File: src/rtl/hbr_pkg.sv
package hbr_pkg;

  localparam int unsigned DW      = 32;
  localparam int unsigned IDX_W   = 10;
  localparam int unsigned SEL_W   = 3;
  localparam int unsigned MAX_WIN = 6;

  localparam logic [IDX_W-1:0] IX_CPU     = 10'h000;
  localparam logic [IDX_W-1:0] IX_ERR_AL  = 10'h01C;
  localparam logic [IDX_W-1:0] IX_ERR_AH  = 10'h01E;
  localparam logic [IDX_W-1:0] IX_SYNC0   = 10'h030;
  localparam logic [IDX_W-1:0] IX_SYNC1   = 10'h032;
  localparam logic [IDX_W-1:0] IX_MULTI   = 10'h048;
  localparam logic [IDX_W-1:0] IX_ERR_DL  = 10'h04A;
  localparam logic [IDX_W-1:0] IX_ERR_DH  = 10'h04C;
  localparam logic [IDX_W-1:0] IX_ERR_PAR = 10'h04E;
  localparam logic [IDX_W-1:0] IX_BANK0   = 10'h113;
  localparam logic [IDX_W-1:0] IX_ECC_LO  = 10'h120;
  localparam logic [IDX_W-1:0] IX_ECC_HI  = 10'h124;
  localparam logic [IDX_W-1:0] IX_CMD0    = 10'h300;
  localparam logic [IDX_W-1:0] IX_CMD1    = 10'h320;
  localparam logic [IDX_W-1:0] IX_CFGA    = 10'h33E;
  localparam logic [IDX_W-1:0] IX_CFGD    = 10'h33F;
  localparam logic [IDX_W-1:0] IX_REMAP0  = 10'h03C;

  localparam logic [DW-1:0] MSK_LOW    = 32'h0000_7FFF;
  localparam logic [DW-1:0] MSK_HIGH   = 32'h0000_007F;
  localparam logic [DW-1:0] MSK_REMAP  = 32'h0000_07FF;
  localparam logic [DW-1:0] MSK_CMD    = 32'h0401_FC0F;
  localparam logic [DW-1:0] MSK_CFGA   = 32'h80FF_FFFC;
  localparam logic [DW-1:0] SYNC_MARK  = 32'hC000_FFEE;
  localparam logic [DW-1:0] RST_CPU_LE = 32'h0000_1000;
  localparam logic [DW-1:0] RST_CMD_LE = 32'h0001_0001;
  localparam logic [DW-1:0] RST_BANK   = 32'h0000_0005;

  typedef enum logic [3:0] {
    K_NONE, K_CPU, K_WLOW, K_WHIGH, K_WREMAP, K_CMD,
    K_CFGA, K_CFGD, K_BANK, K_SYNC, K_CONST
  } kind_e;

  typedef struct packed {
    kind_e            kind;
    logic [SEL_W-1:0] sel;
    logic [DW-1:0]    konst;
  } dec_t;

  function automatic logic [IDX_W-1:0] win_low_idx(input int w);
    case (w)
      0:       return 10'h012;
      1:       return 10'h016;
      2:       return 10'h020;
      3:       return 10'h024;
      4:       return 10'h028;
      default: return 10'h02C;
    endcase
  endfunction

  function automatic logic [IDX_W-1:0] win_high_idx(input int w);
    return win_low_idx(w) + 10'd2;
  endfunction

  function automatic logic [IDX_W-1:0] win_remap_idx(input int w);
    return IX_REMAP0 + IDX_W'(2 * w);
  endfunction

  function automatic logic [DW-1:0] win_low_rst(input int w);
    case (w)
      0:       return 32'h080;
      1:       return 32'h090;
      2:       return 32'h790;
      3:       return 32'h100;
      4:       return 32'h110;
      default: return 32'h120;
    endcase
  endfunction

  function automatic logic [DW-1:0] win_high_rst(input int w);
    case (w)
      0, 3:    return 32'h00F;
      5:       return 32'h02F;
      default: return 32'h01F;
    endcase
  endfunction

  function automatic logic [DW-1:0] bswap32(input logic [DW-1:0] x);
    return {x[7:0], x[15:8], x[23:16], x[31:24]};
  endfunction

endpackage

File: src/rtl/hbr_byteswap.sv
module hbr_byteswap #(
  parameter int unsigned W = 32
) (
  input  logic         en,
  input  logic [W-1:0] din,
  output logic [W-1:0] dout
);
  localparam int unsigned NBYTES = W / 8;

  for (genvar b = 0; b < NBYTES; b++) begin : g_byte
    assign dout[8*b +: 8] = en ? din[8*(NBYTES-1-b) +: 8] : din[8*b +: 8];
  end
endmodule

File: src/rtl/hbr_decode.sv
module hbr_decode
  import hbr_pkg::*;
#(
  parameter int unsigned NUM_WIN  = 6,
  parameter int unsigned NUM_BANK = 4
) (
  input  logic [IDX_W-1:0] idx,
  output dec_t             dec
);
  always_comb begin
    dec       = '0;
    dec.kind  = K_NONE;
    if (idx == IX_CPU) dec.kind = K_CPU;
    for (int w = 0; w < int'(NUM_WIN); w++) begin
      if (idx == win_low_idx(w))   begin dec.kind = K_WLOW;   dec.sel = SEL_W'(w); end
      if (idx == win_high_idx(w))  begin dec.kind = K_WHIGH;  dec.sel = SEL_W'(w); end
      if (idx == win_remap_idx(w)) begin dec.kind = K_WREMAP; dec.sel = SEL_W'(w); end
    end
    for (int b = 0; b < int'(NUM_BANK); b++) begin
      if (idx == IX_BANK0 + IDX_W'(b)) begin dec.kind = K_BANK; dec.sel = SEL_W'(b); end
    end
    if (idx == IX_CMD0) begin dec.kind = K_CMD; dec.sel = 3'd0; end
    if (idx == IX_CMD1) begin dec.kind = K_CMD; dec.sel = 3'd1; end
    if (idx == IX_CFGA) dec.kind = K_CFGA;
    if (idx == IX_CFGD) dec.kind = K_CFGD;
    if (idx == IX_SYNC0 || idx == IX_SYNC1) dec.kind = K_SYNC;
    if (idx == IX_MULTI || idx == IX_ERR_AL || idx == IX_ERR_AH ||
        (idx >= IX_ECC_LO && idx <= IX_ECC_HI)) begin
      dec.kind  = K_CONST;
      dec.konst = '0;
    end
    if (idx == IX_ERR_DL || idx == IX_ERR_DH) begin
      dec.kind  = K_CONST;
      dec.konst = 32'hFFFF_FFFF;
    end
    if (idx == IX_ERR_PAR) begin
      dec.kind  = K_CONST;
      dec.konst = 32'h0000_00FF;
    end
  end
endmodule

File: src/rtl/hbr_window_bank.sv
module hbr_window_bank
  import hbr_pkg::*;
#(
  parameter int unsigned NUM_WIN = 6
) (
  input  logic                         clk,
  input  logic                         rst_n,
  input  logic                         wr_en,
  input  kind_e                        kind,
  input  logic [SEL_W-1:0]             sel,
  input  logic [DW-1:0]                wd,
  output logic [NUM_WIN-1:0][DW-1:0]   low_q,
  output logic [NUM_WIN-1:0][DW-1:0]   high_q,
  output logic [NUM_WIN-1:0][DW-1:0]   remap_q
);
  for (genvar w = 0; w < NUM_WIN; w++) begin : g_win
    logic hit;
    assign hit = wr_en && (sel == SEL_W'(w));

    always_ff @(posedge clk) begin
      if (!rst_n) begin
        low_q[w]   <= win_low_rst(w);
        high_q[w]  <= win_high_rst(w);
        remap_q[w] <= win_low_rst(w);
      end else if (hit) begin
        case (kind)
          K_WLOW: begin
            low_q[w]   <= wd & MSK_LOW;
            remap_q[w] <= wd & MSK_REMAP;
          end
          K_WHIGH:  high_q[w]  <= wd & MSK_HIGH;
          K_WREMAP: remap_q[w] <= wd & MSK_REMAP;
          default: ;
        endcase
      end
    end
  end
endmodule

File: src/rtl/hbr_ctrl_regs.sv
module hbr_ctrl_regs
  import hbr_pkg::*;
#(
  parameter int unsigned NUM_BANK = 4,
  parameter int unsigned NUM_CMD  = 2
) (
  input  logic                        clk,
  input  logic                        rst_n,
  input  logic                        be_strap,
  input  logic                        wr_en,
  input  kind_e                       kind,
  input  logic [SEL_W-1:0]            sel,
  input  logic [DW-1:0]               wd,
  output logic [DW-1:0]               cpu_q,
  output logic [NUM_CMD-1:0][DW-1:0]  cmd_q,
  output logic [DW-1:0]               cfga_q,
  output logic [NUM_BANK-1:0][DW-1:0] bank_q
);
  always_ff @(posedge clk) begin
    if (!rst_n) begin
      cpu_q  <= be_strap ? '0 : RST_CPU_LE;
      cfga_q <= '0;
    end else if (wr_en) begin
      if (kind == K_CPU)  cpu_q  <= wd;
      if (kind == K_CFGA) cfga_q <= wd & MSK_CFGA;
    end
  end

  for (genvar c = 0; c < NUM_CMD; c++) begin : g_cmd
    always_ff @(posedge clk) begin
      if (!rst_n)
        cmd_q[c] <= be_strap ? '0 : RST_CMD_LE;
      else if (wr_en && kind == K_CMD && sel == SEL_W'(c))
        cmd_q[c] <= wd & MSK_CMD;
    end
  end

  for (genvar b = 0; b < NUM_BANK; b++) begin : g_bank
    always_ff @(posedge clk) begin
      if (!rst_n)
        bank_q[b] <= RST_BANK;
      else if (wr_en && kind == K_BANK && sel == SEL_W'(b))
        bank_q[b] <= wd;
    end
  end
endmodule

File: src/rtl/hbr_regfile.sv
module hbr_regfile
  import hbr_pkg::*;
#(
  parameter int unsigned NUM_WIN  = 6,
  parameter int unsigned NUM_BANK = 4
) (
  input  logic        clk,
  input  logic        rst_n,
  input  logic        big_endian_i,
  input  logic [11:0] bus_addr,
  input  logic [31:0] bus_wdata,
  input  logic        bus_we,
  input  logic        bus_re,
  output logic [31:0] bus_rdata,
  output logic [31:0] cfg_addr_o,
  output logic        cfg_wr_o,
  output logic        cfg_rd_o,
  output logic [31:0] cfg_wdata_o,
  input  logic [31:0] cfg_rdata_i
);
  localparam int unsigned NUM_CMD = 2;
  localparam int unsigned BSEL_W  = (NUM_BANK > 1) ? $clog2(NUM_BANK) : 1;

  logic [IDX_W-1:0] idx;
  logic             unused_lsbs;
  dec_t             dec;
  logic [DW-1:0]    wdata_native;
  logic [DW-1:0]    rd_native;
  logic [DW-1:0]    rd_bus;

  logic [NUM_WIN-1:0][DW-1:0]  low_q, high_q, remap_q;
  logic [DW-1:0]               cpu_q, cfga_q;
  logic [NUM_CMD-1:0][DW-1:0]  cmd_q;
  logic [NUM_BANK-1:0][DW-1:0] bank_q;

  // named events for the checker
  logic             wr_low_hit;
  logic [SEL_W-1:0] wr_win_sel;

  assign idx         = bus_addr[11:2];
  assign unused_lsbs = ^bus_addr[1:0];

  hbr_byteswap #(.W(DW)) u_swap_wr (
    .en(big_endian_i), .din(bus_wdata), .dout(wdata_native)
  );

  hbr_decode #(.NUM_WIN(NUM_WIN), .NUM_BANK(NUM_BANK)) u_dec (
    .idx(idx), .dec(dec)
  );

  hbr_window_bank #(.NUM_WIN(NUM_WIN)) u_win (
    .clk(clk), .rst_n(rst_n), .wr_en(bus_we), .kind(dec.kind), .sel(dec.sel),
    .wd(wdata_native), .low_q(low_q), .high_q(high_q), .remap_q(remap_q)
  );

  hbr_ctrl_regs #(.NUM_BANK(NUM_BANK), .NUM_CMD(NUM_CMD)) u_ctrl (
    .clk(clk), .rst_n(rst_n), .be_strap(big_endian_i), .wr_en(bus_we),
    .kind(dec.kind), .sel(dec.sel), .wd(wdata_native),
    .cpu_q(cpu_q), .cmd_q(cmd_q), .cfga_q(cfga_q), .bank_q(bank_q)
  );

  assign wr_low_hit  = bus_we && (dec.kind == K_WLOW);
  assign wr_win_sel  = dec.sel;
  assign cfg_wr_o    = bus_we && (dec.kind == K_CFGD);
  assign cfg_rd_o    = bus_re && (dec.kind == K_CFGD);
  assign cfg_wdata_o = wdata_native;
  assign cfg_addr_o  = cfga_q;

  always_comb begin
    case (dec.kind)
      K_CPU:    rd_native = cpu_q;
      K_WLOW:   rd_native = low_q[dec.sel];
      K_WHIGH:  rd_native = high_q[dec.sel];
      K_WREMAP: rd_native = remap_q[dec.sel];
      K_CMD:    rd_native = cmd_q[dec.sel[0]];
      K_CFGA:   rd_native = cfga_q;
      K_CFGD:   rd_native = cfg_rdata_i;
      K_BANK:   rd_native = bank_q[dec.sel[BSEL_W-1:0]];
      K_SYNC:   rd_native = SYNC_MARK;
      K_CONST:  rd_native = dec.konst;
      default:  rd_native = '0;
    endcase
  end

  hbr_byteswap #(.W(DW)) u_swap_rd (
    .en(big_endian_i), .din(rd_native), .dout(rd_bus)
  );

  always_ff @(posedge clk) begin
    if (!rst_n)      bus_rdata <= '0;
    else if (bus_re) bus_rdata <= rd_bus;
  end
endmodule

File: config.mk
export PLATFORM = sky130hd
export DESIGN_NAME = hbr_regfile
export DESIGN_NICKNAME = d
export VERILOG_FILES = /design/src/rtl/hbr_pkg.sv /design/src/rtl/hbr_byteswap.sv /design/src/rtl/hbr_decode.sv /design/src/rtl/hbr_window_bank.sv /design/src/rtl/hbr_ctrl_regs.sv /design/src/rtl/hbr_regfile.sv
export SDC_FILE = /design/constraint.sdc
export NUM_CORES = 1
export LEC_CHECK = 0
export ABC_AREA = 1
export CAP_MARGIN = 20
export CORE_ASPECT_RATIO = 2
export CORE_MARGIN = 1
export CORE_UTILIZATION = 35
export CTS_CLUSTER_SIZE = 20
export DETAILED_ROUTE_END_ITERATION = 6
export HOLD_SLACK_MARGIN = 0.12
export PLACE_DENSITY = 0.58
export SKIP_CTS_REPAIR_TIMING = 1
export SYNTH_ARGS = -nofsm -noshare
export SYNTH_HDL_FRONTEND = slang
export SYNTH_SLANG_ARGS = --single-unit
File: constraint.sdc
create_clock -name clk -period 6.5 [get_ports clk]
set_input_delay 1.3 -clock clk [delete_from_list [all_inputs] [get_ports clk]]
set_output_delay 1.3 -clock clk [all_outputs]
set_load 0.005 [all_outputs]
# Word level (Yosys, flattened, before mapping)
# Index checks and enable logic that the tools add are counted.
classes:
  n_eq_ne: 53
  div_mod_pow: 0
  magnitude_cmp: 5
  addsub: 0
  multipliers: 0
  mux: 61
  shifts: 0
  n_reduce_logical: 45
  bitwise: 0
op_table:
  columns: ["cell", "count"]
  rows:
  - ["$mux 32", 15]
  - ["$pmux 32 s10", 1]
  - ["$bmux 32 s3", 3]
  - ["$mux 7", 24]
  - ["$eq 10x6->1 const B", 12]
  - ["$eq 10x7->1 const B", 8]
  - ["$bmux 32 s2", 1]
  - ["$mux 8", 8]
  - ["$eq 10x5->1 const B", 6]
  - ["$eq 10x10->1 const B", 4]
  - ["$eq 10x9->1 const B", 4]
  - ["$reduce_and 2->1", 20]
  - ["$mux 4", 6]
  - ["$logic_and 1x1->1", 17]
  - ["$mux 17", 1]
  - ["$eq 4x3->1 const B", 4]
  - ["$mux 13", 1]
  - ["$eq 4x4->1 const B", 3]
  - ["$ge 10x9->1 const B", 1]
  - ["$le 10x9->1 const B", 1]
  - ["$logic_not 10->1", 1]
  - ["$eq 4x2->1 const B", 2]
  - ["$ne 2x1->1 const B", 4]
  - ["$eq 3x2->1 const B", 2]
  - ["other kinds (10)", 15]
word_totals:
  latch_bits: 0
  rom_bits: 0
  out_inout_bits: 98
  ramBits: 0
  regBits: 477
  wordCells: 191
  mem_count: 0
  in_bits: 81

# Logic depth before layout (Yosys ltp)
depth:
  word_depth: 37
  mapped_depth: 23
  depth_no_buf: 21

# Modules after synthesis
# From an unflattened synthesis, not the netlist that was laid out.
hier_totals:
  hier_cells: 5270
  area_unflattened_um2: 31224.9
modules_own_cells:
  columns: ["mod", "seq_area_each_um2", "area_each_um2", "n_inst", "cells_each"]
  rows:
  - ["hbr_regfile", 640.6, 10690.3, 1, 2458]
  - ["hbr_window_bank", 3963.8, 10410.0, 1, 1413]
  - ["hbr_ctrl_regs", 4704.5, 8320.5, 1, 1040]
  - ["hbr_byteswap", 0.0, 503.0, 2, 104]
  - ["hbr_decode", 0.0, 798.3, 1, 151]

# Least setup slack after synthesis
# No wires, ideal clock.
synth_timing:
  kind: "input to register"
  from: "in bus_addr[5]"
  to: "reg u_ctrl.cpu_q[0] (enable)"
  slack_ps: 1847
  stages: 5
  n_path_buf: 0
  t_arrival_ps: 4187
  setup_time_ps: 466
  required_ps: 6034
  cell_sequence: "nor2_1 > nand2_2 > nor2_1 > nand2_2 > o21ai_0"
synth_between:
  elab_chain_cells: 35
  elab_cells_between_ends: 77
  cone_classes: "order compare: 2; eq/ne: 36; mux: 31; reduce/logical: 8"
synth_rtl:
  columns: ["element", "line_no", "rtl"]
  rows:
  - ["start, declared", "hbr_regfile.sv:10", "input logic [11:0] bus_addr,"]
  - ["$logic_not 10->1", "hbr_decode.sv:13", "if (idx == IX_CPU) dec.kind = K_CPU;"]
  - ["$mux 1", "hbr_decode.sv:13", null]
  - ["$mux 7", "hbr_decode.sv:15", "if (idx == win_low_idx(w)) begin dec.kind = K_WLOW; dec.sel = SEL_W'(w); end"]
  - ["$mux 7", "hbr_decode.sv:16", "if (idx == win_high_idx(w)) begin dec.kind = K_WHIGH; dec.sel = SEL_W'(w); end"]
  - ["$mux 7", "hbr_decode.sv:17", "if (idx == win_remap_idx(w)) begin dec.kind = K_WREMAP; dec.sel = SEL_W'(w); end"]
  - ["$mux 7", "hbr_decode.sv:15", null]
  - ["$mux 7", "hbr_decode.sv:16", null]
  - ["$mux 7", "hbr_decode.sv:17", null]
  - ["(+19 left out)", null, null]
  - ["$mux 4", "hbr_decode.sv:25", "if (idx == IX_CFGD) dec.kind = K_CFGD;"]
  - ["$mux 4", "hbr_decode.sv:26", "if (idx == IX_SYNC0 || idx == IX_SYNC1) dec.kind = K_SYNC;"]
  - ["$mux 4", "hbr_decode.sv:27", "if (idx == IX_MULTI || idx == IX_ERR_AL || idx == IX_ERR_AH ||"]
  - ["$mux 4", "hbr_decode.sv:32", "if (idx == IX_ERR_DL || idx == IX_ERR_DH) begin"]
  - ["$mux 4 (*)", "hbr_decode.sv:36", "if (idx == IX_ERR_PAR) begin"]
  - ["$eq 4x1->1 (*)", "hbr_ctrl_regs.sv:24", "if (kind == K_CPU) cpu_q <= wd;"]
  - ["$ne 2x1->1 (no line) (*)", null, null]
  - ["$reduce_and 2->1 (no line) (*)", null, null]
  - ["end signal, assigned", "hbr_ctrl_regs.sv:21", "cpu_q <= be_strap ? '0 : RST_CPU_LE;"]
  - ["end signal, assigned", "hbr_ctrl_regs.sv:24", null]
  - ["end, declared", "hbr_ctrl_regs.sv:14", "output logic [DW-1:0] cpu_q,"]
# Mark *: on every way between the ends. The rest lies on a longest branch, timed or not.
# A chain may end at the register's enable or synchronous reset.

# Worst setup path after layout
layout_timing:
  from: "in bus_addr[10]"
  to: "reg bus_rdata[21]"
layout_between:
  elab_chain_cells: 35
  elab_cells_between_ends: 98
  cone_classes: "order compare: 2; eq/ne: 44; mux: 45; reduce/logical: 7"
layout_rtl:
  columns: ["element", "line_no", "rtl"]
  rows:
  - ["$logic_not 10->1", "hbr_decode.sv:13", null]
  - ["$mux 1", "hbr_decode.sv:13", null]
  - ["$mux 7", "hbr_decode.sv:15", null]
  - ["$mux 7", "hbr_decode.sv:16", null]
  - ["$mux 7", "hbr_decode.sv:17", null]
  - ["$mux 7", "hbr_decode.sv:15", null]
  - ["$mux 7", "hbr_decode.sv:16", null]
  - ["$mux 7", "hbr_decode.sv:17", null]
  - ["(+19 left out)", null, null]
  - ["$mux 4", "hbr_decode.sv:25", null]
  - ["$mux 4", "hbr_decode.sv:26", null]
  - ["$mux 4", "hbr_decode.sv:27", null]
  - ["$mux 4", "hbr_decode.sv:32", null]
  - ["$mux 4", "hbr_decode.sv:36", null]
  - ["$eq 4x4->1, or another cell as far along", "hbr_regfile.sv:70", "case (dec.kind)"]
  - ["$pmux 32 s10 (*)", "hbr_regfile.sv:70", null]
  - ["$mux 8 (*)", "hbr_byteswap.sv:11", "assign dout[8*b +: 8] = en ? din[8*(NBYTES-1-b) +: 8] : din[8*b +: 8];"]
  - ["end signal, assigned", "hbr_regfile.sv:91", "else if (bus_re) bus_rdata <= rd_bus;"]
  - ["end, declared", "hbr_regfile.sv:14", "output logic [31:0] bus_rdata,"]
# Mark *: on every way between the ends. The rest lies on a longest branch, timed or not. The select of a mux whose other input is x is not followed.

==> flow_summary.json <==
{
  "startpoint_type": "primary input",
  "dr.pass1.iters": 5,
  "core_area_um2": 59100,
  "cp.required_ps": 6910,
  "clkPwrFrac_pct": 43.3,
  "drt-vias-per-instance": 5.34,
  "setup.worst_path.start": "bus_addr[10]",
  "reg2reg_from": "u_ctrl.bank_q[45]$_SDFFE_PN0P_",
  "synth_cell_type_count": 47,
  "worst-slew-pin-transition_ps": 1210,
  "drcViolationCount": 0,
  "r2r-end": "bus_rdata[21]$_SDFFE_PN0P_",
  "area_growth_pct": 17.5,
  "track_usage_pct": 27.7,
  "yosys_warnings": 0,
  "p_switching_w": 0.00145,
  "nNetsFinal": 3117,
  "cts_made_buffers": 41,
  "syn_area_um2": 20900,
  "setup_violations": 0,
  "leakagePower_nw": 9.67,
  "fin_crit_sh_pct": 84.3,
  "initial_core_util_pct": 35.4,
  "final_cell_mix": "nand2_1, dfxtp_1, nor2_1",
  "power.density_nw_per_um2": 234,
  "drv_slew": 0,
  "rsz0062_at_grt": "no",
  "synth-simple-area-share_pct": 26.1,
  "fin_ws_ps": 1020,
  "hold_class": "flip-flop to flip-flop",
  "swShare_pct": 25.2,
  "die_h_um": 348,
  "ant_nets": 0,
  "synth_edf_count": 56,
  "p_comb_share_pct": 8.3,
  "cts_max_level": 2,
  "clk_pin_slew_worst_paths_ps": 60,
  "reg2reg_depth": 8,
  "p_total_w": 0.00577,
  "num_io_pins": 179,
  "drtIter0Drc": 1523,
  "cts_tree": "yes",
  "synth-compound-area-share_pct": 19.8,
  "grt_max_degree": 147,
  "synthXorXnorAreaFrac_pct": 0,
  "fin_skew_ps": 18.3,
  "power_frac_seq_pct": 48.4,
  "drive_gt1_share_pct": 7.83,
  "syn_avg_cell_area_um2": 7.09,
  "fmax_mhz": 182,
  "peakVddDrop_v": 0.000140,
  "power.internal_w": 0.00431,
  "overflow": 0,
  "routed_wirelength_um": 85600,
  "postSynth.asyncResetShare_pct": 0,
  "final_common_cell": "nand2_1",
  "drt-wirelength-per-cell_um": 22.3,
  "final_core_util_pct": 41.6,
  "synth_ff_type": "dfxtp_1",
  "clkLatencyLatePin_ps": 570,
  "hpwl_um": 60500,
  "dp_slack_ps": 559,
  "portBuffers": 167,
  "end_kind": "flip-flop",
  "maxCapViolCount": 0,
  "grt_pass1_wl_um": 124000,
  "finalSetupTns_ps": 0,
  "synthAdderAreaFrac_pct": 0,
  "die_area_um2": 60800,
  "cp_max_fo": 38,
  "critPathKind": "primary input to flip-flop",
  "setup.worst_path.end": "bus_rdata[21]$_SDFFE_PN0P_",
  "cp.arrival_ps": 5890,
  "syn_inst": 2954,
  "status": "finished clean",
  "vias": 20500,
  "antenna_found_initial": 1,
  "first_global_vias": 19500,
  "regToRegSetupSlack_ps": 4320,
  "cts_sinks": 437,
  "place_congestion": 0.947,
  "post-route-min-period_ps": 5480,
  "hold_viol": 0,
  "antenna_cells": 0,
  "ys_ff_latch": 437,
  "slew_headroom_pct": 18.7,
  "cts.path.max_buffers": 3,
  "placementRows": 126,
  "synth_top_family_by_area": "simple AND/OR/NAND/NOR gates",
  "seq_area_frac_synth_pct": 44.5,
  "die_w_um": 175,
  "min_from": "u_ctrl.bank_q[25]$_SDFFE_PN0P_",
  "synthMuxAreaShare_pct": 0,
  "cts_root_buffer": "clkbuf_16"
}
[final cells by class]
type | count | area [µm²]
fill | 6046 | 34500
multi-input combinational | 2049 | 9680
sequential | 437 | 9310
timing repair buffer | 237 | 2250
clock buffer | 59 | 1250
inverter | 270 | 1030
tap | 768 | 961
clock inverter | 13 | 111
[critical path, cell delays in order]
cell,delay (ps)
clkdlybuf4s50_1,500
nor2_1,700
nand3_1,440
nor2_1,290
nor2_2,90
nand3b_4,200
inv_2,90
nand2_4,80
inv_2,340
nand2_1,180
nand3_1,80
o21ai_0,930
nand2_1,100
nor2_1,240
nand3_1,120
nand2_1,90
a21oi_1,60
[how the worst min path moves through the flow]
stage | slack [ps] | cells after the start | to
after floorplan | 420 | 2 | u_ctrl.bank_q[10]$_SDFFE_PN0P_
after global placement | 430 | 2 | u_ctrl.bank_q[20]$_SDFFE_PN0P_
after detailed placement | 440 | 2 | u_ctrl.bank_q[15]$_SDFFE_PN0P_
after CTS | 450 | 2 | u_ctrl.bank_q[15]$_SDFFE_PN0P_
after global routing | 460 | 2 | u_ctrl.bank_q[5]$_SDFFE_PN0P_
final | 450 | 2 | u_ctrl.bank_q[25]$_SDFFE_PN0P_
[synthesized netlist by cell type, types with 3 or more instances]
cell type	instances	share of area (%)
edfxtp_1	56	8.0
buf_2	52	1.2
inv_2	23	0.41
or2_2	32	0.96
clkbuf_1	116	2.1
nand2_1	682	12
o21ai_1	49	1.2
clkinv_1	9	0.16
buf_4	25	0.90
o21ai_0	260	6.2
buf_6	7	0.38
o211ai_1	26	0.93
nor3_1	4	0.096
nand4_1	44	1.3
buf_1	5	0.090
nor2_2	7	0.21
o21a_1	19	0.68
dfxtp_1	381	36
a21boi_1	3	0.11
a21oi_1	300	7.2
nor2_4	13	0.70
nand2_2	6	0.18
a211oi_1	85	3.0
nand3_1	155	3.7
inv_1	236	4.2
nor2_1	330	5.9
[kinds of logic (layout without fill, tap and decap cells)]
logic type / Yosys count / in the layout
DFF: 437 / 437
and+or+nand+nor: 1287 / 1287
other: 1 / 9
buffers and inverters: 476 / 579
AOI/OAI and AO/OA: 753 / 753
[layer usage]
metal  vias to the layer above  GRT usage (%)  wire length (µm)
met5                         -              0                 0
met4                         0           27.6              9670
met3                       257           3.45              4580
met2                       767           48.4             41800
met1                      9610           27.8             29500
li1                       9821              -                 -
[state kept, by name, indices dropped and copies added, names as in the netlist]
register	cells
bus_rdata	32
u_win.high_q	42
u_ctrl.cpu_q	32
u_ctrl.cmd_q	24
u_ctrl.cfga_q	23
u_win.remap_q	66
u_win.low_q	90
u_ctrl.bank_q	128
[metrics by stage]
step                cell area, µm²  instances  hold slack, ps
finish                       24600       3833             447
global route                 24600       3833             464
CTS                          24600       3833             446
detailed placement           23200       3761             436
global placement             23200       3761             432
floorplan                    21000       2962             424
[power groups by stage]
| stage | logic, W | clock network (W) | registers, W |
|---|---|---|---|
| 6_report | 0.000481 | 0.00249 | 0.00279 |
| 5_1_grt | 0.000507 | 0.00262 | 0.00279 |
| 4_1_cts | 0.000477 | 0.00253 | 0.00279 |
| 3_5_place_dp | 0.000475 | 0 | 0.00285 |
| 3_3_place_gp | 0.000471 | 0 | 0.00285 |
| 2_1_floorplan | 0.000215 | 0 | 0.00285 |
(Power assumes the default switching activity.)
